$ cat src/rtl/rstseq_pkg.sv
package rstseq_pkg;

  typedef enum logic [2:0] {
    ST_HOLD   = 3'd0,
    ST_DELAY  = 3'd1,
    ST_FETCH0 = 3'd2,
    ST_FETCH1 = 3'd3,
    ST_RUN    = 3'd4
  } seq_state_t;

  typedef enum logic [1:0] {
    CAUSE_PIN = 2'b01,
    CAUSE_WDG = 2'b10,
    CAUSE_LVD = 2'b11
  } cause_t;

  // Priority: low voltage, then watchdog, then pin.
  function automatic cause_t pick_cause(input logic pin, input logic wdg, input logic lvd);
    if (lvd)      return CAUSE_LVD;
    else if (wdg) return CAUSE_WDG;
    else if (pin) return CAUSE_PIN;
    else          return CAUSE_PIN;
  endfunction

  // True when the delay counter sits on its final cycle.
  function automatic logic delay_last(input int unsigned cnt, input int unsigned len);
    return cnt == (len - 1);
  endfunction

endpackage

$ cat src/rtl/rstseq_sync.sv
module rstseq_sync #(
  parameter int STAGES = 2
) (
  input  logic clk,
  input  logic arst_n,
  output logic released
);
  logic [STAGES-1:0] sh;

  generate
    genvar i;
    for (i = 0; i < STAGES; i++) begin : g_stage
      if (i == 0) begin : g_first
        always_ff @(posedge clk or negedge arst_n)
          if (!arst_n) sh[0] <= 1'b0;
          else         sh[0] <= 1'b1;
      end else begin : g_rest
        always_ff @(posedge clk or negedge arst_n)
          if (!arst_n) sh[i] <= 1'b0;
          else         sh[i] <= sh[i-1];
      end
    end
  endgenerate

  assign released = sh[STAGES-1];
endmodule

$ cat src/rtl/rstseq_cause.sv
module rstseq_cause
  import rstseq_pkg::*;
(
  input  logic   clk,
  input  logic   arst_n,
  input  logic   pin_req,
  input  logic   wdg_req,
  input  logic   lvd_req,
  output cause_t cause
);
  always_ff @(posedge clk or negedge arst_n)
    if (!arst_n)                           cause <= CAUSE_PIN;
    else if (pin_req || wdg_req || lvd_req) cause <= pick_cause(pin_req, wdg_req, lvd_req);
endmodule

$ cat src/rtl/rstseq_fsm.sv
module rstseq_fsm
  import rstseq_pkg::*;
#(
  parameter int                 DELAY_CYCLES = 2048,
  parameter int                 ADDR_W       = 12,
  parameter logic [ADDR_W-1:0]  VEC_ADDR     = 12'hFFE
) (
  input  logic              clk,
  input  logic              arst_n,
  input  logic              req,
  output seq_state_t        state,
  output logic              stack_clr,
  output logic              pc_load,
  output logic              fetch_rd,
  output logic [ADDR_W-1:0] pc_addr,
  output logic              run
);
  localparam int CNT_W = (DELAY_CYCLES > 1) ? $clog2(DELAY_CYCLES) : 1;

  logic [CNT_W-1:0] cnt;
  logic             cnt_end;

  assign cnt_end = delay_last(int'(cnt), DELAY_CYCLES);

  always_ff @(posedge clk or negedge arst_n) begin
    if (!arst_n) begin
      state <= ST_HOLD;
      cnt   <= '0;
    end else if (req) begin
      state <= ST_HOLD;
      cnt   <= '0;
    end else begin
      case (state)
        ST_HOLD: begin
          state <= ST_DELAY;
          cnt   <= '0;
        end
        ST_DELAY: begin
          if (cnt_end) state <= ST_FETCH0;
          else         cnt   <= cnt + 1'b1;
        end
        ST_FETCH0: state <= ST_FETCH1;
        ST_FETCH1: state <= ST_RUN;
        ST_RUN:    state <= ST_RUN;
        default:   state <= ST_HOLD;
      endcase
    end
  end

  always_comb begin
    stack_clr = (state == ST_HOLD) || (state == ST_DELAY);
    pc_load   = (state == ST_FETCH0);
    fetch_rd  = (state == ST_FETCH0) || (state == ST_FETCH1);
    run       = (state == ST_RUN);
    case (state)
      ST_FETCH0: pc_addr = VEC_ADDR;
      ST_FETCH1: pc_addr = VEC_ADDR + 1'b1;
      default:   pc_addr = '0;
    endcase
  end
endmodule

$ cat src/rtl/rstseq_nmi.sv
module rstseq_nmi (
  input  logic clk,
  input  logic arst_n,
  input  logic in_reset,
  input  logic req,
  input  logic reti_done,
  output logic nmi_mode
);
  // A request or any reset state sets the flag; a completed return clears it only while running.
  always_ff @(posedge clk or negedge arst_n)
    if (!arst_n)              nmi_mode <= 1'b1;
    else if (in_reset || req) nmi_mode <= 1'b1;
    else if (reti_done)       nmi_mode <= 1'b0;
endmodule

$ cat src/rtl/mcu_reset_sequencer.sv
module mcu_reset_sequencer
  import rstseq_pkg::*;
#(
  parameter int                DELAY_CYCLES = 2048,
  parameter int                SYNC_STAGES  = 2,
  parameter int                ADDR_W       = 12,
  parameter logic [ADDR_W-1:0] VEC_ADDR     = 12'hFFE
) (
  input  logic              clk,
  input  logic              ext_rst_n,
  input  logic              wdg_req,
  input  logic              lvd_req,
  input  logic              reti_done,
  output logic              core_rst,
  output logic              stack_clr,
  output logic              pc_load,
  output logic              fetch_rd,
  output logic [ADDR_W-1:0] pc_addr,
  output logic              run,
  output logic              nmi_mode,
  output logic [1:0]        rst_cause
);
  logic       pin_released;
  logic       pin_req;
  logic       any_req;
  logic       delay_active;
  seq_state_t state;
  cause_t     cause;

  rstseq_sync #(.STAGES(SYNC_STAGES)) u_sync (
    .clk(clk), .arst_n(ext_rst_n), .released(pin_released)
  );

  assign pin_req = ~pin_released;
  assign any_req = pin_req | wdg_req | lvd_req;

  rstseq_fsm #(.DELAY_CYCLES(DELAY_CYCLES), .ADDR_W(ADDR_W), .VEC_ADDR(VEC_ADDR)) u_fsm (
    .clk(clk), .arst_n(ext_rst_n), .req(any_req), .state(state),
    .stack_clr(stack_clr), .pc_load(pc_load), .fetch_rd(fetch_rd),
    .pc_addr(pc_addr), .run(run)
  );

  rstseq_cause u_cause (
    .clk(clk), .arst_n(ext_rst_n), .pin_req(pin_req),
    .wdg_req(wdg_req), .lvd_req(lvd_req), .cause(cause)
  );

  rstseq_nmi u_nmi (
    .clk(clk), .arst_n(ext_rst_n), .in_reset(state != ST_RUN),
    .req(any_req), .reti_done(reti_done), .nmi_mode(nmi_mode)
  );

  assign delay_active = (state == ST_DELAY);
  assign core_rst     = ~run;
  assign rst_cause    = cause;
endmodule

$ cat config.mk
export PLATFORM = sky130hd
export DESIGN_NAME = mcu_reset_sequencer
export DESIGN_NICKNAME = d
export VERILOG_FILES = /design/src/rtl/rstseq_pkg.sv /design/src/rtl/rstseq_sync.sv /design/src/rtl/rstseq_cause.sv /design/src/rtl/rstseq_fsm.sv /design/src/rtl/rstseq_nmi.sv /design/src/rtl/mcu_reset_sequencer.sv
export SDC_FILE = /design/constraint.sdc
export NUM_CORES = 1
export LEC_CHECK = 0
export BUFFER_PORTS_ARGS = -buffer_cell sky130_fd_sc_hd__buf_2
export CAP_MARGIN = 20
export CORE_ASPECT_RATIO = 0.6
export CORE_MARGIN = 2
export CORE_UTILIZATION = 50
export DETAILED_ROUTE_END_ITERATION = 12
export HOLD_SLACK_MARGIN = 0.06
export PLACE_DENSITY_LB_ADDON = 0.2
export SLEW_MARGIN = 20
export SYNTH_ARGS = -nofsm -noshare
export SYNTH_HDL_FRONTEND = slang
export SYNTH_HIERARCHICAL = 1
export SYNTH_SLANG_ARGS = --single-unit
$ cat constraint.sdc
create_clock -name clk -period 2.22 [get_ports clk]
set_clock_uncertainty 0.1 [all_clocks]
set_input_delay 0.333 -clock clk [delete_from_list [all_inputs] [get_ports clk]]
set_output_delay 0.333 -clock clk [all_outputs]
set_load 0.005 [all_outputs]
# ---- Word level (Yosys, flattened, before mapping)
# Index checks and enable logic that the tools add are counted.
dict set report classes {
  n_eq_ne 8
  n_bitwise 4
  muxes 11
  n_reduce_logical 10
  n_addsub 1
}
# operator n
set op_table {}
lappend op_table {{$pmux 12 s2} 1}
lappend op_table {{$mux 11} 2}
lappend op_table {{$pmux 11 s2} 1}
lappend op_table {{$pmux 3 s4} 1}
lappend op_table {{$add 11x1->11 const B} 1}
lappend op_table {{$eq 11x11->1 const B} 1}
lappend op_table {{$eq 3x2->1 const B} 2}
lappend op_table {{$mux 3} 2}
lappend op_table {{$logic_or 1x1->1} 5}
lappend op_table {{$mux 2} 2}
lappend op_table {{$eq 3x1->1 const B} 1}
lappend op_table {{$eq 3x3->1 const B} 1}
lappend op_table {{$logic_not 3->1} 1}
lappend op_table {{$ne 3x1->1 const B} 1}
lappend op_table {{$ne 3x2->1 const B} 1}
lappend op_table {{$ne 3x3->1 const B} 1}
lappend op_table {{$reduce_bool 3->1} 1}
lappend op_table {{$mux 1} 2}
lappend op_table {{$not 1->1} 2}
lappend op_table {{$or 1x1->1} 2}
lappend op_table {{$reduce_and 2->1} 1}
lappend op_table {{$reduce_bool 2->1} 1}
lappend op_table {{$reduce_or 2->1} 1}
dict set report word_totals {
  inputBits 5
  reg_bits 19
  out_inout_bits 20
}

# ---- Depth between registers and ports, before layout
# Gate-level depths: netlist of the first run.
dict set report depth {
  ltp_word 5
  ltp_mapped 6
}

# ---- By module
# The synthesis of the first run kept the hierarchy.
# module instances cells_per_inst area_per_inst_um2 seq_area_each_um2
set by_module_without_submodules {}
lappend by_module_without_submodules {rstseq_fsm 1 85 884.6 350.3}
lappend by_module_without_submodules {rstseq_cause 1 7 78.8 51.3}
lappend by_module_without_submodules {rstseq_sync 1 3 53.8 50.0}
lappend by_module_without_submodules {rstseq_nmi 1 4 38.8 26.3}
lappend by_module_without_submodules {mcu_reset_sequencer 1 4 25.0 0.0}

# ---- Worst setup path before layout of the first run
# OpenSTA, ideal clock, no wires.
dict set report synth_timing {
  kind {input to register}
  start {input wdg_req}
  end {register u_fsm.cnt[7]}
  slack_ns 0.142
  n_path_buf 1
  path_stages 6
  arrival_ns 1.913
  path_cell_list {or3b_1 clkbuf_1 nor4b_4 o31ai_2 nor4b_1 a211o_1}
}
dict set report synth_between {
  elab_chain_cells 4
  elab_cells_between_ends 6
  classes_between {eq/ne (1); mux (1); bitwise (2); reduce/logical (2)}
}
# item line_no
set synth_rtl {}
lappend synth_rtl {{start: declaration} mcu_reset_sequencer.sv:11} ;# input logic wdg_req,
lappend synth_rtl {{$or 1x1->1 (*) (2 in series)} mcu_reset_sequencer.sv:35} ;# assign any_req = pin_req | wdg_req | lvd_req;
lappend synth_rtl {{$ne 3x2->1 (no source line) / $reduce_bool 3->1 (equally long branches)} n/a}
lappend synth_rtl {{$reduce_and 2->1 (no source line)} n/a}
lappend synth_rtl {{end signal: assignment} rstseq_fsm.sv:40} ;# else cnt <= cnt + 1'b1;
lappend synth_rtl {{end: declaration} rstseq_fsm.sv:20} ;# logic [CNT_W-1:0] cnt;
# Every way passes the cells marked *; elsewhere a longest branch is shown, timed or not.
# A chain may end at the register's enable or synchronous reset.

# ---- Final worst setup path of the first run
dict set report layout_timing {
  start {register u_fsm.cnt[1]}
  end {register u_fsm.cnt[0]}
}
dict set report layout_between {
  elab_chain_cells 3
}
# item line_no
set layout_rtl {}
lappend layout_rtl {{$eq 11x11->1} rstseq_pkg.sv:27} ;# return cnt == (len - 1);
lappend layout_rtl {{$ne 3x2->1 (no source line)} n/a}
lappend layout_rtl {{$reduce_and 2->1 (no source line)} n/a}
# Every way passes these cells.

==> results of run 1 <==
-- synthesized netlist by cell type, types with 3 or more instances --
cell	count
nor2_1	7
inv_1	5
o31ai_1	3
buf_4	11
nor3b_1	3
dfrtp_1	17
a211o_1	4
nand3_1	3
nand2_1	5
-- layout by cell type, fill, tap and decap left out, types with 2 or more instances in the layout --
cell	instances
dfrtp_1	17
a211o_1	4
nand3_1	3
a21oi_1	2
and3_1	2
a22o_1	2
o21ai_1	2
nor2_1	7
dfstp_2	2
clkbuf_4	3
inv_1	5
and2_1	2
nor3b_1	3
nand2_1	5
nor3_1	2
or3b_1	2
o31ai_1	3
buf_2	24
nor4b_1	2
nor2b_1	2
dlygate4sd3_1	2
buf_4	4
a21o_1	2
-- path summary, 6_finish.rpt --
path	from	endpoint	depth (start not counted)
setup reg to reg	u_fsm/cnt[1]	u_fsm/cnt[0]	5
setup / recovery	u_fsm/cnt[1]	u_fsm/cnt[0]	5
hold / removal	wdg_req	u_cause/cause[0]	2
hold reg to reg	u_sync/sh[0]	u_sync/released	0
max in group asynchronous	ext_rst_n	u_cause/cause[0]	2
min in group asynchronous	ext_rst_n	u_fsm/cnt[1]	2
-- worst reg2reg max path: cells and delay by family (launching register included) --
kind	cells	cell delay, ns
fa+ha+maj	1	0.25
compound gates	1	0.32
flops	1	0.41
mux	1	0.21
simple gates	2	0.70
-- cells by family (layout without fill, tap and decap cells) --
| group | after synthesis | count (layout) | synth area share |
|---|---|---|---|
| adder cells (fa/ha/maj) | 1 | 1 | 0.0116 |
| flip-flops | 19 | 19 | 0.442 |
| XOR/XNOR | 1 | 1 | 0.00810 |
| buffers and inverters | 18 | 40 | 0.101 |
| AND/OR/NAND/NOR | 39 | 39 | 0.245 |
| AO/OA/AOI/OAI | 23 | 23 | 0.178 |
| other | 1 | 1 | 0.00347 |
| multiplexers | 1 | 1 | 0.0104 |
-- layer usage --
metal | vias up | track usage | routed length [microns]
met2 | 16 | 0.346 | 1020
met4 | 0 | 0.0761 | 21
met1 | 388 | 0.265 | 1090
met5 | - | 0 | 0
met3 | 4 | 0.0590 | 90
li1 | 410 | - | -
-- through the flow --
stage	total power, mW	utilization	std cells	hold WS (ns)	cell area [sq um]
after floorplan	0.371	-	103	-0.0626	1080
final	0.567	0.634	153	0.0931	1230
after detailed placement	0.390	0.609	147	0.191	1180
after global routing	0.593	0.634	153	0.0837	1230
after CTS	0.572	0.634	153	0.0962	1230
after global placement	0.388	0.609	147	0.190	1180
-- sequential cells by signal (all words and copies together), names as in the netlist --
register         count
u_fsm/cnt           11
u_fsm/state          3
u_cause/cause        2
u_nmi/nmi_mode       1
u_sync/released      1
u_sync/sh            1
-- area by class of cell --
| class | instances | share of cell area |
|---|---|---|
| multi-input cells | 66 | 0.403 |
| flip-flops and latches | 19 | 0.389 |
| repair buffers | 30 | 0.139 |
| well taps | 28 | 0.0285 |
| clock buffers | 3 | 0.0183 |
| inverters | 6 | 0.0183 |
| clock inverters | 1 | 0.00408 |
-- timing repair --
action                                  4_1_cts  5_1_grt
hold buffers                                  2        0
gates resized for setup                       0        0
endpoints found under the hold margin        18        0
endpoints found under the setup margin        0        0
-- where the power goes --
group | switching, mW | total, mW | leakage (nW) | internal (mW)
Sequential | 0.00235 | 0.354 | 0.249 | 0.352
Clock | 0.114 | 0.182 | 0.0177 | 0.0674
Combinational | 0.0185 | 0.0313 | 0.365 | 0.0128
Total | 0.135 | 0.567 | 0.632 | 0.432
==> flow_metrics.py, run 1 <==
metrics = {
    "setup_path": {
        "worstSetupStartpointType": "flop",
        "path_max_fanout": 10,
        "cp_slowest_cell": "or4_4",
        "cp.required_ns": 2.37,
        "path_cells": "ha_1 -> nand3_4 -> or4_4 -> a21oi_4 -> mux2_2",
        "cp_slowest_stage_delay_ns": 0.55,
        "cp-end-kind": "flop",
        "r2r_setup_slack_ns": 0.18,
        "cp_data_arrival_time_ns": 2.20,
        "critPathKind": "reg -> reg",
        "crit_family": "simple AND/OR/NAND/NOR gates",
        "critPathBufInv": 0,
    },
    "clocking": {
        "clock_path_buffers": 2,
        "cts-htree-levels": 1,
        "tritoncts": "built",
        "post-cts-setup-buffer-count": 0,
        "clkTransAtPathRegs_ns": 0.11,
        "clock-sinks": 19,
        "cts-root-buf": "clkbuf_4",
        "cts_buffers": 3,
        "insertion_delay_ns": 0.31,
    },
    "synthesis": {
        "ys_warn_count": 6,
        "synth_edf_count": 0,
        "synth_top_area_frac": 0.394,
        "synthesis.area_sq_um": 1080,
        "yosysSeqAreaShare": 0.442,
        "synth.avg_cell_area_sq_um": 10.5,
        "syn_inst": 103,
        "synth-seq-cells": 19,
        "syn-num-nets": 109,
        "ys.flop_type": "dfrtp_1",
        "yosys.area.top_type": "dfrtp_1",
        "async_reset_ff_frac": 1.00,
        "ys_types": 43,
        "netlist_top_cells_area": "dfrtp_1, buf_4, dfstp_2, a211o_1, nor2_1",
    },
    "run_status": {
        "outcome": "completed",
    },
    "drt": {
        "route.vias.total": 818,
        "viasPerCell": 5.35,
        "final_antenna_net_count": 0,
        "wl_per_cell_microns": 14.5,
        "drc": 0,
        "drt_pass1_iterations": 4,
        "drt_iter0_drc": 50,
        "drt_wl_total_microns": 2220,
    },
    "sta": {
        "fin_crit_sh": 0.920,
        "setup_tns_ns": 0,
        "clock.fmax_mhz": 490,
        "worst_pin_slew_ns": 0.597,
        "relSlewSlack": 0.600,
        "fin_ws_ns": 0.178,
        "fin_crit_ns": 2.04,
        "maxSlewViolCount": 0,
        "rsz0062_at_grt": "false",
        "setup-violations-final": 0,
        "hold_viol_final": 0,
    },
    "global_routing": {
        "grt_pass1_wl_microns": 3740,
        "grt-ovfl-total": 0,
        "grt_pass1_vias": 790,
        "grt_max_degree": 20,
        "antenna_found_initial": 0,
        "track_usage": 0.207,
    },
    "die": {
        "row_count": 12,
        "core_sq_um": 1940,
        "dieHeight_microns": 40.0,
        "fp.dieW_microns": 64.0,
        "dieArea_sq_um": 2560,
        "start_util": 0.558,
        "pin_count": 25,
    },
    "final_layout": {
        "regArea_sq_um": 478,
        "multi_input_area_sq_um": 494,
        "nFillCells": 173,
        "syn2layout_area_growth_pct": 13.5,
        "diodes": 0,
        "drive_above_1_share": 0.344,
        "final_nets": 132,
    },
    "worst_hold_path": {
        "hold_path.class": "in -> reg",
    },
    "placement": {
        "port_buffers": 24,
        "dp_hpwl_microns": 1640,
        "post-place-ws_ns": 0.217,
        "gp_congestion": 0.739,
    },
    "power_and_ir_drop": {
        "p_leak_nw": 0.632,
        "vdd_drop_max_uv": 283,
        "powerDensity_nw_per_um2": 462,
    },
    "job": {
        "cap_violations": 0,
    },
}
Note: power is estimated with default switching activity, not from simulation.
==> run 2, diff against run 1 <==
ABC_AREA = 1   (was default)
CTS_BUF_LIST = sky130_fd_sc_hd__clkbuf_4 sky130_fd_sc_hd__clkbuf_8   (was default)
==> run 2 against run 1 <==
Clock-buffer cell count grew 1; die area up 6.1%; clock power is 41% higher; cell count increased by 34%; critical endpoint is now pc_addr[11]; wire length increased by 8.9%.
==> flow_metrics.py, run 2 <==
metrics = {
    "run_status": {
        "outcome": "completed",
    },
    "die": {
        "core_sq_um": 2180,
        "dieArea_sq_um": 2720,
        "row_count": 13,
        "start_util": 0.529,
        "dieHeight_microns": 41.2,
        "fp.dieW_microns": 66.0,
        "pin_count": 25,
    },
    "synthesis": {
        "synth_edf_count": 0,
        "yosys-top-cells-count": "nand2_1, inv_1, nor2_1",
        "async_reset_ff_frac": 1.00,
        "ys.flop_type": "dfrtp_1",
        "netlist_top_cells_area": "dfrtp_1, nand2_1, nand3_1, buf_4, inv_1",
        "synthesis.area_sq_um": 1150,
        "syn-num-nets": 164,
        "synth_top_area_frac": 0.369,
        "yosys.area.top_type": "dfrtp_1",
        "synth.avg_cell_area_sq_um": 7.29,
        "yosys.cell_count.top_type": "nand2_1",
        "ys_types": 26,
        "syn_inst": 158,
        "ys_warn_count": 6,
        "yosysSeqAreaShare": 0.415,
        "synth-seq-cells": 19,
    },
    "setup_path": {
        "r2r_setup_slack_ns": 0.48,
        "cp_slowest_stage_delay_ns": 0.42,
        "cp.required_ns": 1.79,
        "path_cells": "inv_1 -> nor2_1 -> buf_2",
        "r2r-end": "u_fsm/cnt[7]",
        "cp_slowest_cell": "dfrtp_1",
        "path_max_fanout": 12,
        "r2r-start": "u_fsm/cnt[0]",
        "critPathKind": "reg -> out",
        "cp-end-kind": "primary output",
        "reg2reg_depth": 8,
        "worstSetupStartpointType": "flop",
        "cp_data_arrival_time_ns": 1.37,
    },
    "job": {
        "cap_violations": 0,
    },
    "final_layout": {
        "largest_reg_flops": 11,
        "syn2layout_area_growth_pct": 11.2,
        "diodes": 0,
        "final_common_cell": "nand2_1",
        "final_cells": 205,
        "final_area_sq_um": 1280,
        "final_nets": 182,
        "nFillCells": 224,
        "mostFrequentLayoutCells": "nand2_1, buf_2, inv_1, nor2_1, nand3_1",
        "reg_top3": "u_fsm/cnt: 11 flops, u_fsm/state: 3 flops, u_cause/cause: 2 flops",
        "drive_above_1_share": 0.251,
        "regMostFlops": "u_fsm/cnt",
    },
    "sta": {
        "setup-violations-final": 0,
        "maxSlewViolCount": 0,
        "rsz0062_at_grt": "false",
        "fin_crit_ns": 1.81,
        "hold_viol_final": 0,
        "clock.fmax_mhz": 553,
        "setup_tns_ns": 0,
        "fin_ws_ns": 0.413,
        "fin_crit_sh": 0.814,
    },
    "clocking": {
        "cts_resized": 0,
        "clock_path_buffers": 2,
        "clock-sinks": 19,
        "post-cts-setup-buffer-count": 0,
        "tritoncts": "built",
        "cts-root-buf": "clkbuf_8",
        "insertion_delay_ns": 0.26,
        "clkTransAtPathRegs_ns": 0.07,
        "cts-htree-levels": 1,
        "cts_buffers": 3,
    },
    "global_routing": {
        "grt_max_degree": 20,
        "grt_pass1_vias": 803,
        "grt-ovfl-total": 0,
        "track_usage": 0.195,
        "grt_pass1_wl_microns": 3700,
        "antenna_found_initial": 0,
    },
    "placement": {
        "dp_hpwl_microns": 1900,
        "post-place-ws_ns": 0.531,
        "gp_congestion": 0.895,
        "place_area_sq_um": 1220,
        "dp_cells": 200,
        "port_buffers": 24,
    },
    "drt": {
        "wl_per_cell_microns": 11.8,
        "viasPerCell": 5.08,
        "route.vias.total": 1042,
        "drt_iter0_drc": 96,
        "drt_pass1_iterations": 5,
        "drc": 0,
        "final_antenna_net_count": 0,
        "drt_wl_total_microns": 2420,
    },
    "worst_hold_path": {
        "hold_path.class": "in -> reg",
        "whs_endpoint": "u_nmi/nmi_mode",
        "min-delay-start": "reti_done",
        "min_path_cells": 4,
    },
    "power_and_ir_drop": {
        "vdd_drop_max_uv": 379,
        "p_sw_uw": 149,
        "p_leak_nw": 0.658,
        "powerDensity_nw_per_um2": 511,
        "finalPower_uw": 655,
        "internal-power_uw": 506,
        "seqPwrFrac": 0.543,
        "p_comb_frac": 0.065,
        "pwr-share-clk": 0.392,
        "switching_share": 0.228,
    },
}
[run 2: cells by family after synthesis]
kind of cell,share of synthesized area
AOI/OAI and AO/OA,0.0662
other,0.00325
buffers and inverters,0.161
DFF,0.415
adders and majority gates,0.0109
and+or+nand+nor,0.344
[run 2: worst max path at each step]
stage | endpoint | start
2_1_floorplan | pc_addr[10] | u_fsm/state[1]
3_3_place_gp | u_fsm/cnt[7] | u_fsm/cnt[0]
3_5_place_dp | u_fsm/cnt[7] | u_fsm/cnt[0]
4_1_cts | pc_addr[11] | u_fsm/state[1]
5_1_grt | pc_addr[10] | u_fsm/state[1]
6_report | pc_addr[11] | u_fsm/state[1]
[run 2: per-stage QoR]
| step | hold WS [ns] | utilization |
|---|---|---|
| CTS | 0.153 | 0.588 |
| global placement | 0.192 | 0.561 |
| global route | 0.187 | 0.588 |
| finish | 0.156 | 0.588 |
| detailed placement | 0.194 | 0.561 |
| floorplan | -0.0626 | - |
[run 2: worst max-delay path, delay by kind of cell (launching register included)]
family,cells,cell delay (ns)
buffers and inverters,2,0.31
flip-flops,1,0.42
AND/OR/NAND/NOR,1,0.40
[run 2: layout make-up]
cell class	instances	area (sq um)	area share
well taps	30	37.5	0.0293
flip-flops and latches	19	478	0.373
multi-input cells	103	489	0.382
clock buffers	4	48.8	0.0381
inverters	22	82.6	0.0645
repair buffers	27	145	0.113
[run 2: power groups by stage]
stage               clock network (mW)  registers [mW]  logic [mW]
global placement                     0           0.362      0.0403
CTS                              0.264           0.356      0.0426
finish                           0.257           0.356      0.0424
global route                     0.286           0.356      0.0477
detailed placement                   0           0.362      0.0412
floorplan                            0           0.362      0.0246
[run 2: metal layers]
metal  vias to the layer above  global-route usage  part of all wire
li1                        517                   -                 -
met1                       490               0.264              0.49
met2                        30               0.306              0.44
met3                         5              0.0577             0.062
met4                         0              0.0612            0.0091
met5                         -                   0                 0
[run 2: timing repair]
item                                    in CTS  in global routing
endpoints found under the setup margin       0                  0
endpoints found under the hold margin       17                  0
hold buffers                                 1                  0
==> run 3, diff against run 2 <==
clock period = 1.7 ns   (was 2.22 ns; I/O delays follow)
==> run 3 against run 2 <==
Register-to-register slack got worse by 0.33 ns; critical path depth grew 1; core utilization up 2.2 points; final area grew 3.7%; flip-flop and latch count unchanged; non-clock buffer count is 5 higher; sequential power rose by 30%; die area is the same; clock-buffer cell count shrank 1; global-route usage increased by 0.85 points; via count is the same; largest cell class unchanged; largest power group unchanged.
==> flow_metrics.py, run 3 (synthesis results as in run 2) <==
metrics = {
    "run_status": {
        "outcome": "completed",
    },
    "drt": {
        "drt_iter0_drc": 148,
        "route.vias.total": 1042,
        "drc": 0,
        "drt_wl_total_microns": 2550,
        "drt_pass1_iterations": 4,
        "wl_per_cell_microns": 12.1,
        "final_antenna_net_count": 0,
        "viasPerCell": 4.96,
    },
    "power_and_ir_drop": {
        "p_leak_nw": 0.686,
        "pwr-share-clk": 0.372,
        "seqPwrFrac": 0.553,
        "switching_share": 0.231,
        "p_comb_frac": 0.075,
        "powerDensity_nw_per_um2": 631,
        "finalPower_uw": 839,
        "p_sw_uw": 194,
        "vdd_drop_max_uv": 378,
        "internal-power_uw": 645,
    },
    "setup_path": {
        "crit_family": "flip-flops",
        "cp_slowest_cell": "dfrtp_1",
        "critPathKind": "reg -> out",
        "critPathBufInv": 3,
        "cp_slowest_stage_delay_ns": 0.49,
        "cp_data_arrival_time_ns": 1.23,
        "path_max_fanout": 6,
        "cp_common_cell": "inv_1",
        "cp-end-kind": "primary output",
        "worstSetupStartpointType": "flop",
        "path_cells": "inv_1 -> nor3_2 -> inv_1 -> buf_2",
        "cp.required_ns": 1.34,
    },
    "clocking": {
        "cts-htree-levels": 1,
        "clock_path_buffers": 2,
        "cts_buffers": 3,
        "clkTransAtPathRegs_ns": 0.07,
        "cts-root-buf": "clkbuf_8",
        "tritoncts": "built",
        "clock-sinks": 19,
        "insertion_delay_ns": 0.25,
    },
    "global_routing": {
        "grt-ovfl-total": 0,
        "grt_pass1_wl_microns": 3930,
        "grt_max_degree": 20,
        "track_usage": 0.203,
        "antenna_found_initial": 0,
        "grt_pass1_vias": 836,
    },
    "final_layout": {
        "final_common_cell": "nand2_1",
        "nFillCells": 225,
        "drive_above_1_share": 0.283,
        "largest_reg_flops": 11,
        "final_nets": 187,
        "diodes": 0,
        "mostFrequentLayoutCells": "nand2_1, buf_2, inv_1",
        "syn2layout_area_growth_pct": 15.3,
        "regMostFlops": "u_fsm/cnt",
        "reg_top3": "u_fsm/cnt: 11 flops, u_fsm/state: 3 flops, u_cause/cause: 2 flops",
    },
    "sta": {
        "rsz0062_at_grt": "false",
        "clock.fmax_mhz": 630,
        "setup_tns_ns": 0,
        "maxSlewViolCount": 0,
        "hold_viol_final": 0,
        "fin_crit_ns": 1.59,
        "setup-violations-final": 0,
        "fin_crit_sh": 0.934,
    },
    "die": {
        "fp.dieW_microns": 66.0,
        "pin_count": 25,
        "dieHeight_microns": 41.2,
        "row_count": 13,
        "dieArea_sq_um": 2720,
        "start_util": 0.529,
        "core_sq_um": 2180,
    },
    "placement": {
        "gp_congestion": 0.868,
        "port_buffers": 24,
        "dp_hpwl_microns": 1910,
    },
    "job": {
        "cap_violations": 0,
    },
    "worst_hold_path": {
        "hold_path.class": "in -> reg",
    },
}
-- run 3: cell count changes in the layout (fill, tap and decap cells not counted) --
cell	before	now
nor3_2	0	1
clkinv_2	0	1
clkbuf_4	1	0
nor3_1	3	2
nor2_1	21	20
buf_4	2	7
nor2_4	1	2
-- run 3: repair_timing --
item / CTS / global route
buffers inserted: 0 / 1
hold endpoints to repair: 17 / 0
endpoints found under the setup margin: 12 / 19
cloned: 0 / 0
hold buffers: 1 / 0
resized for setup: 1 / 2
-- run 3: power groups by stage --
stage / Clock [mW] / Sequential [mW] / Combinational, mW
final: 0.312 / 0.464 / 0.0626
after global routing: 0.345 / 0.465 / 0.0701
after CTS: 0.329 / 0.464 / 0.0616
after detailed placement: 0 / 0.473 / 0.0595
after global placement: 0 / 0.472 / 0.0586
after floorplan: 0 / 0.473 / 0.0321
-- run 3: stage by stage --
step,area (sq um),instances,hold slack [ns],setup slack (ns),utilization
6_report,1330,210,0.0950,0.113,0.610
5_1_grt,1330,210,0.105,0.0225,0.610
4_1_cts,1310,209,0.0844,0.0731,0.602
3_5_place_dp,1250,204,0.122,0.120,0.575
3_3_place_gp,1250,204,0.116,0.178,0.575
2_1_floorplan,1150,158,-0.141,0.247,-
-- run 3: final timing paths --
path | startpoint | to | slack, ns | depth (start not counted)
setup / recovery | u_fsm/state[2] | core_rst | 0.11 | 4
hold / removal | reti_done | u_nmi/nmi_mode | 0.1 | 4
setup reg to reg | u_fsm/cnt[6] | u_fsm/cnt[6] | 0.15 | 7
hold reg to reg | u_sync/sh[0] | u_sync/released | 0.25 | 0
max in group asynchronous | ext_rst_n | u_cause/cause[0] | 0.80 | 2
min in group asynchronous | ext_rst_n | u_sync/sh[0] | 0.37 | 2
-- run 3: cell type report --
class / instances / area [sq um] / share of cell area
clock buffer: 3 / 41.3 / 0.0311
timing repair buffer: 32 / 183 / 0.137
tap: 30 / 37.5 / 0.0282
sequential: 19 / 478 / 0.360
inverter: 22 / 82.6 / 0.0621
multi-input combinational: 103 / 502 / 0.378
clock inverter: 1 / 5.00 / 0.00377
-- run 3: metal layers --
metal  GRT usage  up-vias  share of wire
li1            -      527              -
met1       0.288      479           0.45
met2       0.311       32           0.47
met3      0.0604        4          0.074
met4      0.0408        0         0.0047
met5           0        -              0
-- run 3: tightest hold or removal path: cells and delay by family --
family / cells / cell delay (ns)
AND/OR/NAND/NOR: 2 / 0.09
buffers and inverters: 2 / 0.10
